`src/rtl/usbfd_pkg.sv`:
```
package usbfd_pkg;
  localparam int unsigned FIFO_DEPTH = 32;
  localparam int unsigned DATA_W     = 8;
  localparam int unsigned ADDR_W     = 3;

  localparam logic [ADDR_W-1:0] A_DATA  = 3'd0;
  localparam logic [ADDR_W-1:0] A_CTRL  = 3'd1;
  localparam logic [ADDR_W-1:0] A_STAT  = 3'd2;
  localparam logic [ADDR_W-1:0] A_RXCNT = 3'd3;
  localparam logic [ADDR_W-1:0] A_TXCNT = 3'd4;

  // control bits
  localparam int unsigned C_TXGO  = 0;
  localparam int unsigned C_IRQ   = 1;
  localparam int unsigned C_RXFL  = 2;
  localparam int unsigned C_TXFL  = 3;

  typedef enum logic {
    DIR_RX = 1'b0,
    DIR_TX = 1'b1
  } chan_dir_e;

  typedef struct packed {
    logic tx_und;
    logic tx_ovr;
    logic rx_und;
    logic rx_ovr;
  } err_flags_t;
endpackage

```
`src/rtl/usbfd_fifo.sv`:
```
module usbfd_fifo #(
  parameter int unsigned DEPTH = usbfd_pkg::FIFO_DEPTH,
  parameter int unsigned DW    = usbfd_pkg::DATA_W,
  localparam int unsigned AW   = $clog2(DEPTH),
  localparam int unsigned CW   = AW + 1
) (
  input  logic          clk,
  input  logic          rst_n,
  input  logic          push,
  input  logic [DW-1:0] wdata,
  input  logic          pop,
  input  logic          flush,
  output logic [DW-1:0] rdata,
  output logic [CW-1:0] count,
  output logic          full,
  output logic          empty,
  output logic          push_ok,
  output logic          pop_ok,
  output logic          push_blk,
  output logic          pop_blk
);
  localparam logic [CW-1:0] FULL_CNT = CW'(DEPTH);
  localparam logic [AW-1:0] LAST_IX  = AW'(DEPTH - 1);

  logic [AW-1:0] wr_ptr, wr_ptr_nx;
  logic [AW-1:0] rd_ptr, rd_ptr_nx;
  logic [CW-1:0] cnt_nx;
  logic [DW-1:0] mem [DEPTH];

  assign full     = (count == FULL_CNT);
  assign empty    = (count == '0);
  assign push_ok  = push & ~full & ~flush;
  assign pop_ok   = pop & ~empty & ~flush;
  assign push_blk = push & full & ~flush;
  assign pop_blk  = pop & empty & ~flush;
  assign rdata    = empty ? '0 : mem[rd_ptr];

  always_comb begin
    wr_ptr_nx = wr_ptr;
    rd_ptr_nx = rd_ptr;
    cnt_nx    = count;
    if (flush) begin
      wr_ptr_nx = '0;
      rd_ptr_nx = '0;
      cnt_nx    = '0;
    end else begin
      if (push_ok) wr_ptr_nx = (wr_ptr == LAST_IX) ? '0 : wr_ptr + 1'b1;
      if (pop_ok)  rd_ptr_nx = (rd_ptr == LAST_IX) ? '0 : rd_ptr + 1'b1;
      case ({push_ok, pop_ok})
        2'b10:   cnt_nx = count + 1'b1;
        2'b01:   cnt_nx = count - 1'b1;
        default: cnt_nx = count;
      endcase
    end
  end

  always_ff @(posedge clk or negedge rst_n) begin
    if (!rst_n) begin
      wr_ptr <= '0;
      rd_ptr <= '0;
      count  <= '0;
    end else begin
      wr_ptr <= wr_ptr_nx;
      rd_ptr <= rd_ptr_nx;
      count  <= cnt_nx;
    end
  end

  always_ff @(posedge clk) begin
    if (push_ok) mem[wr_ptr] <= wdata;
  end
endmodule

```
`src/rtl/usbfd_chan.sv`:
```
module usbfd_chan #(
  parameter int unsigned CW = $clog2(usbfd_pkg::FIFO_DEPTH) + 1
) (
  input  logic          clk,
  input  logic          rst_n,
  input  logic          set_tx,
  input  logic          tx_pop_ok,
  input  logic          tx_push_ok,
  input  logic [CW-1:0] tx_count,
  input  logic          rx_full,
  input  logic          tx_empty,
  input  logic          irq_mode,
  output logic          dir_tx,
  output logic          dma_req,
  output logic          irq_req
);
  import usbfd_pkg::*;

  chan_dir_e dir, dir_nx;
  logic drained, svc;

  assign drained = (dir == DIR_TX) & tx_pop_ok & ~tx_push_ok &
                   (tx_count == CW'(1));

  always_comb begin
    dir_nx = dir;
    if (set_tx)       dir_nx = DIR_TX;
    else if (drained) dir_nx = DIR_RX;
  end

  always_ff @(posedge clk or negedge rst_n) begin
    if (!rst_n) dir <= DIR_RX;
    else        dir <= dir_nx;
  end

  assign svc     = (dir == DIR_TX) ? tx_empty : rx_full;
  assign dma_req = svc & ~irq_mode;
  assign irq_req = svc & irq_mode;
  assign dir_tx  = (dir == DIR_TX);
endmodule

```
`src/rtl/usbfd_regs.sv`:
```
module usbfd_regs #(
  parameter int unsigned DW = usbfd_pkg::DATA_W,
  parameter int unsigned CW = $clog2(usbfd_pkg::FIFO_DEPTH) + 1,
  parameter int unsigned AW = usbfd_pkg::ADDR_W
) (
  input  logic          clk,
  input  logic          rst_n,
  input  logic          bus_wr,
  input  logic          bus_rd,
  input  logic [AW-1:0] bus_addr,
  input  logic [3:0]    ctl_wbits,
  output logic [DW-1:0] bus_rdata,
  input  logic [DW-1:0] rx_head,
  input  logic [CW-1:0] rx_count,
  input  logic [CW-1:0] tx_count,
  input  logic          dir_tx,
  input  logic          rx_push_blk,
  input  logic          rx_pop_blk,
  input  logic          tx_push_blk,
  input  logic          tx_pop_blk,
  output logic          irq_mode,
  output logic          set_tx,
  output logic          rx_flush,
  output logic          tx_flush,
  output logic          rx_pop,
  output logic          tx_push,
  output logic [3:0]    flags
);
  import usbfd_pkg::*;

  localparam int unsigned PADC = DW - CW;

  err_flags_t flg, flg_nx, flg_set;
  logic irq_nx, wr_ctrl, wr_stat;

  assign wr_ctrl  = bus_wr & (bus_addr == A_CTRL);
  assign wr_stat  = bus_wr & (bus_addr == A_STAT);
  assign set_tx   = wr_ctrl & ctl_wbits[C_TXGO];
  assign rx_flush = wr_ctrl & ctl_wbits[C_RXFL];
  assign tx_flush = wr_ctrl & ctl_wbits[C_TXFL];
  assign rx_pop   = bus_rd & (bus_addr == A_DATA);
  assign tx_push  = bus_wr & (bus_addr == A_DATA);

  always_comb begin
    flg_set.rx_ovr = rx_push_blk;
    flg_set.rx_und = rx_pop_blk;
    flg_set.tx_ovr = tx_push_blk;
    flg_set.tx_und = tx_pop_blk;
    flg_nx = flg;
    if (wr_stat) flg_nx = err_flags_t'(flg & ~ctl_wbits);
    flg_nx = err_flags_t'(flg_nx | flg_set);
    irq_nx = wr_ctrl ? ctl_wbits[C_IRQ] : irq_mode;
  end

  always_ff @(posedge clk or negedge rst_n) begin
    if (!rst_n) begin
      flg      <= '0;
      irq_mode <= 1'b0;
    end else begin
      flg      <= flg_nx;
      irq_mode <= irq_nx;
    end
  end

  assign flags = flg;

  always_comb begin
    case (bus_addr)
      A_DATA:  bus_rdata = rx_head;
      A_CTRL:  bus_rdata = {{(DW-2){1'b0}}, irq_mode, dir_tx};
      A_STAT:  bus_rdata = {{(DW-5){1'b0}}, dir_tx, flg};
      A_RXCNT: bus_rdata = {{PADC{1'b0}}, rx_count};
      A_TXCNT: bus_rdata = {{PADC{1'b0}}, tx_count};
      default: bus_rdata = '0;
    endcase
  end
endmodule

```
`src/rtl/usb_ep_fifo_dma.sv`:
```
module usb_ep_fifo_dma #(
  parameter int unsigned DEPTH = usbfd_pkg::FIFO_DEPTH,
  parameter int unsigned DW    = usbfd_pkg::DATA_W,
  parameter int unsigned AW    = usbfd_pkg::ADDR_W,
  localparam int unsigned CW   = $clog2(DEPTH) + 1
) (
  input  logic          clk,
  input  logic          rst_n,
  input  logic          ep_rx_push,
  input  logic [DW-1:0] ep_rx_data,
  output logic          ep_rx_full,
  input  logic          ep_tx_pop,
  output logic [DW-1:0] ep_tx_data,
  output logic          ep_tx_empty,
  input  logic          bus_wr,
  input  logic          bus_rd,
  input  logic [AW-1:0] bus_addr,
  input  logic [DW-1:0] bus_wdata,
  output logic [DW-1:0] bus_rdata,
  output logic          dma_req,
  output logic          irq_req
);
  logic [1:0] rst_sync;
  logic       rst_n_i;

  always_ff @(posedge clk or negedge rst_n) begin
    if (!rst_n) rst_sync <= 2'b00;
    else        rst_sync <= {rst_sync[0], 1'b1};
  end
  assign rst_n_i = rst_sync[1];

  logic [DW-1:0] rx_head;
  logic [CW-1:0] rx_cnt, tx_cnt;
  logic rx_empty, tx_full;
  logic rx_push_ok, rx_pop_ok, rx_push_blk, rx_pop_blk;
  logic tx_push_ok, tx_pop_ok, tx_push_blk, tx_pop_blk;
  logic rx_pop, tx_push, rx_flush, tx_flush, set_tx, irq_mode, dir_tx;
  logic [3:0] flags;
  logic unused_rx;

  assign unused_rx = rx_empty ^ rx_push_ok ^ rx_pop_ok ^ tx_full;

  usbfd_fifo #(.DEPTH(DEPTH), .DW(DW)) rx_fifo_i (
    .clk(clk), .rst_n(rst_n_i),
    .push(ep_rx_push), .wdata(ep_rx_data),
    .pop(rx_pop), .flush(rx_flush),
    .rdata(rx_head), .count(rx_cnt),
    .full(ep_rx_full), .empty(rx_empty),
    .push_ok(rx_push_ok), .pop_ok(rx_pop_ok),
    .push_blk(rx_push_blk), .pop_blk(rx_pop_blk)
  );

  usbfd_fifo #(.DEPTH(DEPTH), .DW(DW)) tx_fifo_i (
    .clk(clk), .rst_n(rst_n_i),
    .push(tx_push), .wdata(bus_wdata),
    .pop(ep_tx_pop), .flush(tx_flush),
    .rdata(ep_tx_data), .count(tx_cnt),
    .full(tx_full), .empty(ep_tx_empty),
    .push_ok(tx_push_ok), .pop_ok(tx_pop_ok),
    .push_blk(tx_push_blk), .pop_blk(tx_pop_blk)
  );

  usbfd_regs #(.DW(DW), .CW(CW), .AW(AW)) regs_i (
    .clk(clk), .rst_n(rst_n_i),
    .bus_wr(bus_wr), .bus_rd(bus_rd), .bus_addr(bus_addr),
    .ctl_wbits(bus_wdata[3:0]), .bus_rdata(bus_rdata),
    .rx_head(rx_head), .rx_count(rx_cnt), .tx_count(tx_cnt),
    .dir_tx(dir_tx),
    .rx_push_blk(rx_push_blk), .rx_pop_blk(rx_pop_blk),
    .tx_push_blk(tx_push_blk), .tx_pop_blk(tx_pop_blk),
    .irq_mode(irq_mode), .set_tx(set_tx),
    .rx_flush(rx_flush), .tx_flush(tx_flush),
    .rx_pop(rx_pop), .tx_push(tx_push), .flags(flags)
  );

  usbfd_chan #(.CW(CW)) chan_i (
    .clk(clk), .rst_n(rst_n_i),
    .set_tx(set_tx), .tx_pop_ok(tx_pop_ok), .tx_push_ok(tx_push_ok),
    .tx_count(tx_cnt), .rx_full(ep_rx_full), .tx_empty(ep_tx_empty),
    .irq_mode(irq_mode), .dir_tx(dir_tx),
    .dma_req(dma_req), .irq_req(irq_req)
  );
endmodule

```
`config.mk`:
```
export PLATFORM = sky130hd
export DESIGN_NAME = usb_ep_fifo_dma
export DESIGN_NICKNAME = d
export VERILOG_FILES = /design/src/rtl/usbfd_pkg.sv /design/src/rtl/usbfd_fifo.sv /design/src/rtl/usbfd_chan.sv /design/src/rtl/usbfd_regs.sv /design/src/rtl/usb_ep_fifo_dma.sv
export SDC_FILE = /design/constraint.sdc
export NUM_CORES = 1
export LEC_CHECK = 0
export BUFFER_PORTS_ARGS = -buffer_cell sky130_fd_sc_hd__buf_2
export CAP_MARGIN = 0
export CORE_MARGIN = 2
export CORE_UTILIZATION = 30
export CTS_BUF_LIST = sky130_fd_sc_hd__clkbuf_8
export DETAILED_ROUTE_END_ITERATION = 6
export GPL_TIMING_DRIVEN = 1
export SETUP_SLACK_MARGIN = 0.05
export SLEW_MARGIN = 20
export SYNTH_ARGS = -nofsm -noshare
export SYNTH_HDL_FRONTEND = slang
export SYNTH_SLANG_ARGS = --single-unit
```
`constraint.sdc`:
```
create_clock -name clk -period 5.6 [get_ports clk]
set_input_delay 0 -clock clk [delete_from_list [all_inputs] [get_ports clk]]
set_output_delay 0 -clock clk [all_outputs]
set_load 0.01 [all_outputs]
```
* Yosys cells after proc, flatten, opt, wreduce, memory -nomap -nowiden
Memory sizes are Yosys's and may differ from the RTL's. Cells that the tools add are included. Widths: inputs -> output; s select.
Storage, ports and cells: logic and storage cells 114, output and inout bits 20, register bits 40, RAM bits 512, bits of input ports 25, memories kept 2
Memory list:
- rx_fifo_i.mem | depth 32, bits a word 8, rd ports 1, clocked after Yosys merged registers in 0, write ports 1, line usbfd_fifo.sv:28 | logic [DW-1:0] mem [DEPTH];
- tx_fifo_i.mem | depth 32, bits a word 8, rd ports 1, clocked after Yosys merged registers in 0, write ports 1, line usbfd_fifo.sv:28
Cells by class: eq/ne operators 15, bitwise gates (word level) 39, add/subtract/negate cells 8, reductions and logical operators 10, mux-type cells 27
Operators with widths (count):
- $mux 5 | 12
- $pmux 8 s5 | 1
- $and 1x1->1 | 28
- $pmux 6 s2 | 2
- $add 5x1->5 const B | 4
- $eq 5x5->1 const B | 4
- $mux 8 | 2
- $add 6x1->6 const B | 2
- $eq 6x6->1 const B | 2
- $logic_not 6->1 | 2
- $mux 6 | 2
- $sub 6x1->6 const B | 2
- $reduce_bool 2->1 | 5
- $not 1->1 | 8
- $mux 1 | 7
- $eq 3x2->1 const B | 2
- $eq 6x1->1 const B | 1
- $reduce_bool 3->1 | 2
- $and 4x4->4 | 1
- $eq 2x1->1 const B | 2
- $eq 2x2->1 const B | 2
- $mux 4 | 1
- $not 4->4 | 1
- $or 4x4->4 | 1
- other kinds (3) | 3

* Logic depth before layout (Yosys ltp)
word-level depth 10, gate-level depth with buffers 10, depth with buffers taken out 8

* Cells and area by module
From an unflattened synthesis, not the netlist that was laid out.
Second synthesis, totals: cell total of the unflattened synthesis 1164, area total of the unflattened synthesis 22723.0 sq um
By module, submodules not included:
- usbfd_fifo at rx_fifo_i | instances 1, cells each 548, seq. area each 8087.8 sq um, area an instance 11071.9 sq um
- usbfd_fifo at tx_fifo_i | instances 1, cells each 555, seq. area each 8087.8 sq um, area an instance 11050.6 sq um
- usbfd_regs | instances 1, cells each 50, seq. area each 125.1 sq um, area an instance 465.4 sq um
- usbfd_chan | instances 1, cells each 8, seq. area each 25.0 sq um, area an instance 81.3 sq um
- usb_ep_fifo_dma | instances 1, cells each 3, seq. area each 50.0 sq um, area an instance 53.8 sq um

* Least setup slack after synthesis
Ideal clock, no wire load.
kind flip-flop to flip-flop, start point register rx_fifo_i.count[1], end point register rx_fifo_i.count[2], buffers on the path 2, arrival 2.438 ns, required time 5.463 ns, period minus slack after synthesis 2.575 ns, setup time 0.137 ns, setup slack 3.025 ns, stages on the path, launching flop included 11, cell sequence dfrtp_1 > buf_6 > or4_4 > buf_6 > o31ai_4 > nor2_1 > xor2_1 > ha_1 > nor4_1 > o21ai_0 > nor3b_1
On the way: longest elaborated chain between the ends 7, elaborated cells between the ends (all ways) 15, those cells by class add/sub: 2; eq/ne: 3; mux: 2; bitwise: 6; reduce/logical: 2
RTL lines:
- start: declaration | line usbfd_fifo.sv:14 | output logic [CW-1:0] count,
- start signal: assignment | line usbfd_fifo.sv:65 | count <= cnt_nx;
- $eq 6x6->1 / $logic_not 6->1 (equally long branches) | line usbfd_fifo.sv:30, usbfd_fifo.sv:31
- $not 1->1 (on tied branches) | line usbfd_fifo.sv:32, usbfd_fifo.sv:33
- $and 1x1->1 (on tied branches) (2 in series) | line usbfd_fifo.sv:32, usbfd_fifo.sv:33
- $eq 2x1->1 / $eq 2x2->1 (equally long branches) | line usbfd_fifo.sv:49 | case ({push_ok, pop_ok})
- $pmux 6 s2 | line usbfd_fifo.sv:49
- $mux 6 | line usbfd_fifo.sv:42 | if (flush) begin
Several ways; a longest one is shown, not always the timed one. A chain may end at the register's enable or synchronous reset.

* Worst setup path after layout
start point register rx_fifo_i.rd_ptr[0], end point output bus_rdata[3]
On the way: longest elaborated chain between the ends 3
RTL lines:
- start: declaration | line usbfd_fifo.sv:26 | logic [AW-1:0] rd_ptr, rd_ptr_nx;
- start signal: assignment | line usbfd_fifo.sv:64 | rd_ptr <= rd_ptr_nx;
- $mem_v2 32x8
- $mux 8 | line usbfd_fifo.sv:36 | assign rdata = empty ? '0 : mem[rd_ptr];
- $pmux 8 s5 | line usbfd_regs.sv:68 | case (bus_addr)
- end: declaration | line usb_ep_fifo_dma.sv:19 | output logic [DW-1:0] bus_rdata,
Every way passes these cells.

==> results.yml <==
synthesis:
  ys_ff_latch: 552
  syn_nets: 1367
  ys_seq_area_share_pct: 72.1
  synthCells: 1324
  ys_warn_count: 0
  syn-mean-instance-area_um2: 17.2
  synthArstFlopShare_pct: 7.25
  ys_types: 65
  synth_ff_type: "edfxtp_1"
  synth_edf_count: 512
  syn_area_mm2: 0.0227
cells_and_area:
  postLayoutCoreUtil_pct: 34.6
  multi_input_area_mm2: 0.00595
  most-common-layout-cells: "edfxtp_1 (512), mux2i_1 (92), nor2_1 (91)"
  final_common_cell: "edfxtp_1"
  nets: 1469
  area_growth_pct: 13.9
  fill_cells: 7047
  regArea_mm2: 0.0164
  drive_gt1_share_pct: 18.9
die:
  coreArea_mm2: 0.0747
  die_x_um: 279
  start_util_pct: 30.4
  dieArea_mm2: 0.0779
  io_pins: 45
  placementRows: 100
  die_y_um: 279
pwr:
  power_density_mw_per_mm2: 420
  power_frac_clock_pct: 29.7
  ir_drop_mv: 0.262
  switchingPower_w: 0.00341
  p_leak_nw: 8.43
  pwr-share-seq_pct: 46.7
  switching_share_pct: 31.4
  p_comb_share_pct: 23.6
  power_w: 0.0109
  intPower_w: 0.00745
critical_path:
  path_delay_family: "flip-flops"
  timing.critical_path.buf_inv: 2
  r2r_cells: 7
  r2r_end: "tx_fifo_i.mem[13][7]"
  cp.required_ns: 5.60
  r2r_slack_ns: 2.52
  crit_path_max_incr_delay_ns: 1.01
  startpoint: "rx_fifo_i.rd_ptr[0]"
  reg2reg_from: "tx_fifo_i.count[0]"
  path_max_fanout: 48
  end_kind: "output pin"
  worstSetupPathType: "flop to output pin"
  crit_arrival_ns: 3.77
  slowest_stage: "dfrtp_4"
  cp-endpoint: "bus_rdata[3]"
  worstSetupPathDepth: 7
  cp-start-kind: "flop"
  crit_chain: "buf_4, mux4_2, a22oi_1, a21oi_1, o21ai_0, o211ai_1, buf_2"
routing:
  via_per_inst: 5.12
  vias: 12600
  wirelength_um: 54000
  dr_wl_met2_um: 25300
  wl_met3_um: 3940
  drtPass1Iterations: 5
  wl_per_cell_um: 21.9
  ant_nets: 0
  drt-initial-drc-count: 1287
  drc: 0
  top_layer_used: "met5"
  wl_met1_um: 23500
cts:
  cts-resized-gates: 0
  clk_pin_slew_ns: 0.07
  clockBufferDepth: 3
  tritoncts: "yes"
  hold_buffers: 30
  clk-insertion-delay-late_ns: 0.67
  cts.sink_count: 552
  cts-root-buf: "clkbuf_8"
  cts_made_buffers: 86
  ctsHtreeMaxLevel: 3
  postCtsSetupBuffers: 0
timing:
  finalSetupViolCount: 0
  hold_viol_final: 0
  post-route-period-util_pct: 67.3
  period_needed_ns: 3.77
  finalSetupTns_ns: 0
  rsz0062_at_grt: "false"
  worst_slack_ns: 1.83
  skew_ns: 0.0228
  slew_viol_final: 0
  tightest_slew_ns: 0.928
  fmax_mhz: 265
  max_slew_margin_pct: 38.1
global_route:
  antenna_found_initial: 3
  grt_pass1_wl_um: 79900
  grt_max_degree: 61
  grt_overflow: 0
  grt_pass1_vias: 12500
  grtUsageTotal_pct: 13.7
placement:
  gp_congestion: 0.843
  detailed_place_hpwl_um: 33000
  port_buffers: 44
  post-place-ws_ns: 2.50
outcome:
  status: "complete, no violations"
flow_run:
  max-cap-violations: 0
worst_hold_path:
  hp-class: "primary input to async pin"
[final cells by class]
| cell class | instances | area share (%) |
|---|---|---|
| inverters | 18 | 0.261 |
| well taps | 969 | 4.68 |
| flip-flops and latches | 552 | 63.3 |
| clock buffers | 90 | 4.79 |
| multi-input cells | 681 | 23.0 |
| diodes | 1 | 0.00967 |
| clock inverters | 67 | 1.44 |
| repair buffers | 87 | 2.51 |
[cell families after synthesis]
group / share of synthesized area, %
buf+inv: 1.72
flops: 72.1
other cells: 0.0165
mux: 12.9
xor+xnor: 0.231
compound gates: 5.96
simple gates: 6.13
fa+ha+maj: 0.991
[how the worst min path moves through the flow]
stage | startpoint | end | slack [ns] | cells past startpoint
2_1_floorplan | rst_n | rst_sync[0] | -0.30 | 0
6_report | rst_n | rst_sync[0] | 0.23 | 3
3_5_place_dp | rst_n | rst_sync[0] | -0.21 | 1
3_3_place_gp | rst_n | rst_sync[0] | -0.21 | 1
5_1_grt | rst_n | rst_sync[1] | 0.23 | 3
4_1_cts | rst_n | rst_sync[1] | 0.21 | 3
[flip-flops by register name (all words and copies together) (netlist names), 5 cells and up]
register / count
rx_fifo_i.count: 6
rx_fifo_i.mem: 256
rx_fifo_i.rd_ptr: 5
rx_fifo_i.wr_ptr: 5
tx_fifo_i.count: 6
tx_fifo_i.mem: 256
tx_fifo_i.rd_ptr: 5
tx_fifo_i.wr_ptr: 5
[cell usage after synthesis (16+ instances only)]
cell	number	area [um2]
edfxtp_1	512	15400
mux2i_1	92	921
nor2_1	91	342
mux4_2	85	1910
nand2_1	62	233
o221ai_1	41	359
dfrtp_1	40	1000
o21ai_0	40	200
clkbuf_1	37	139
a21oi_1	33	165
buf_2	24	120
nor3_1	19	95.1
ha_1	18	225
inv_1	17	63.8
a22oi_1	16	120
nand3_1	16	80.1
[layer usage]
metal	track usage, %	vias up
li1	-	5569
met1	18.4	6507
met2	21.5	435
met3	3.80	94
met4	4.45	6
met5	0	-
[per-stage QoR]
step / std cells / cell area, um2 / hold WS (ns)
floorplan: 1324 / 22700 / -0.296
finish: 2465 / 25900 / 0.233
global placement: 2276 / 23900 / -0.212
CTS: 2463 / 25900 / 0.207
global route: 2464 / 25900 / 0.230
detailed placement: 2276 / 23900 / -0.212
[power groups by stage]
| stage | sequential, W | clock (W) | combinational (W) |
|---|---|---|---|
| finish | 0.00507 | 0.00322 | 0.00257 |
| global route | 0.00510 | 0.00348 | 0.00275 |
| CTS | 0.00514 | 0.00331 | 0.00248 |
| detailed placement | 0.00523 | 0 | 0.00244 |
| global placement | 0.00522 | 0 | 0.00242 |
| floorplan | 0.00487 | 0 | 0.00192 |
[worst reg2reg max path, cell delays in order (launching register included)]
cell and delay (ns):
dfrtp_1 0.48, inv_1 0.16, ha_1 0.27, nor4b_2 0.20, a21boi_0 0.22, buf_4 0.23, nand2_1 0.36, nor2_1 0.80
No activity file was read; power rests on OpenSTA's default activity.
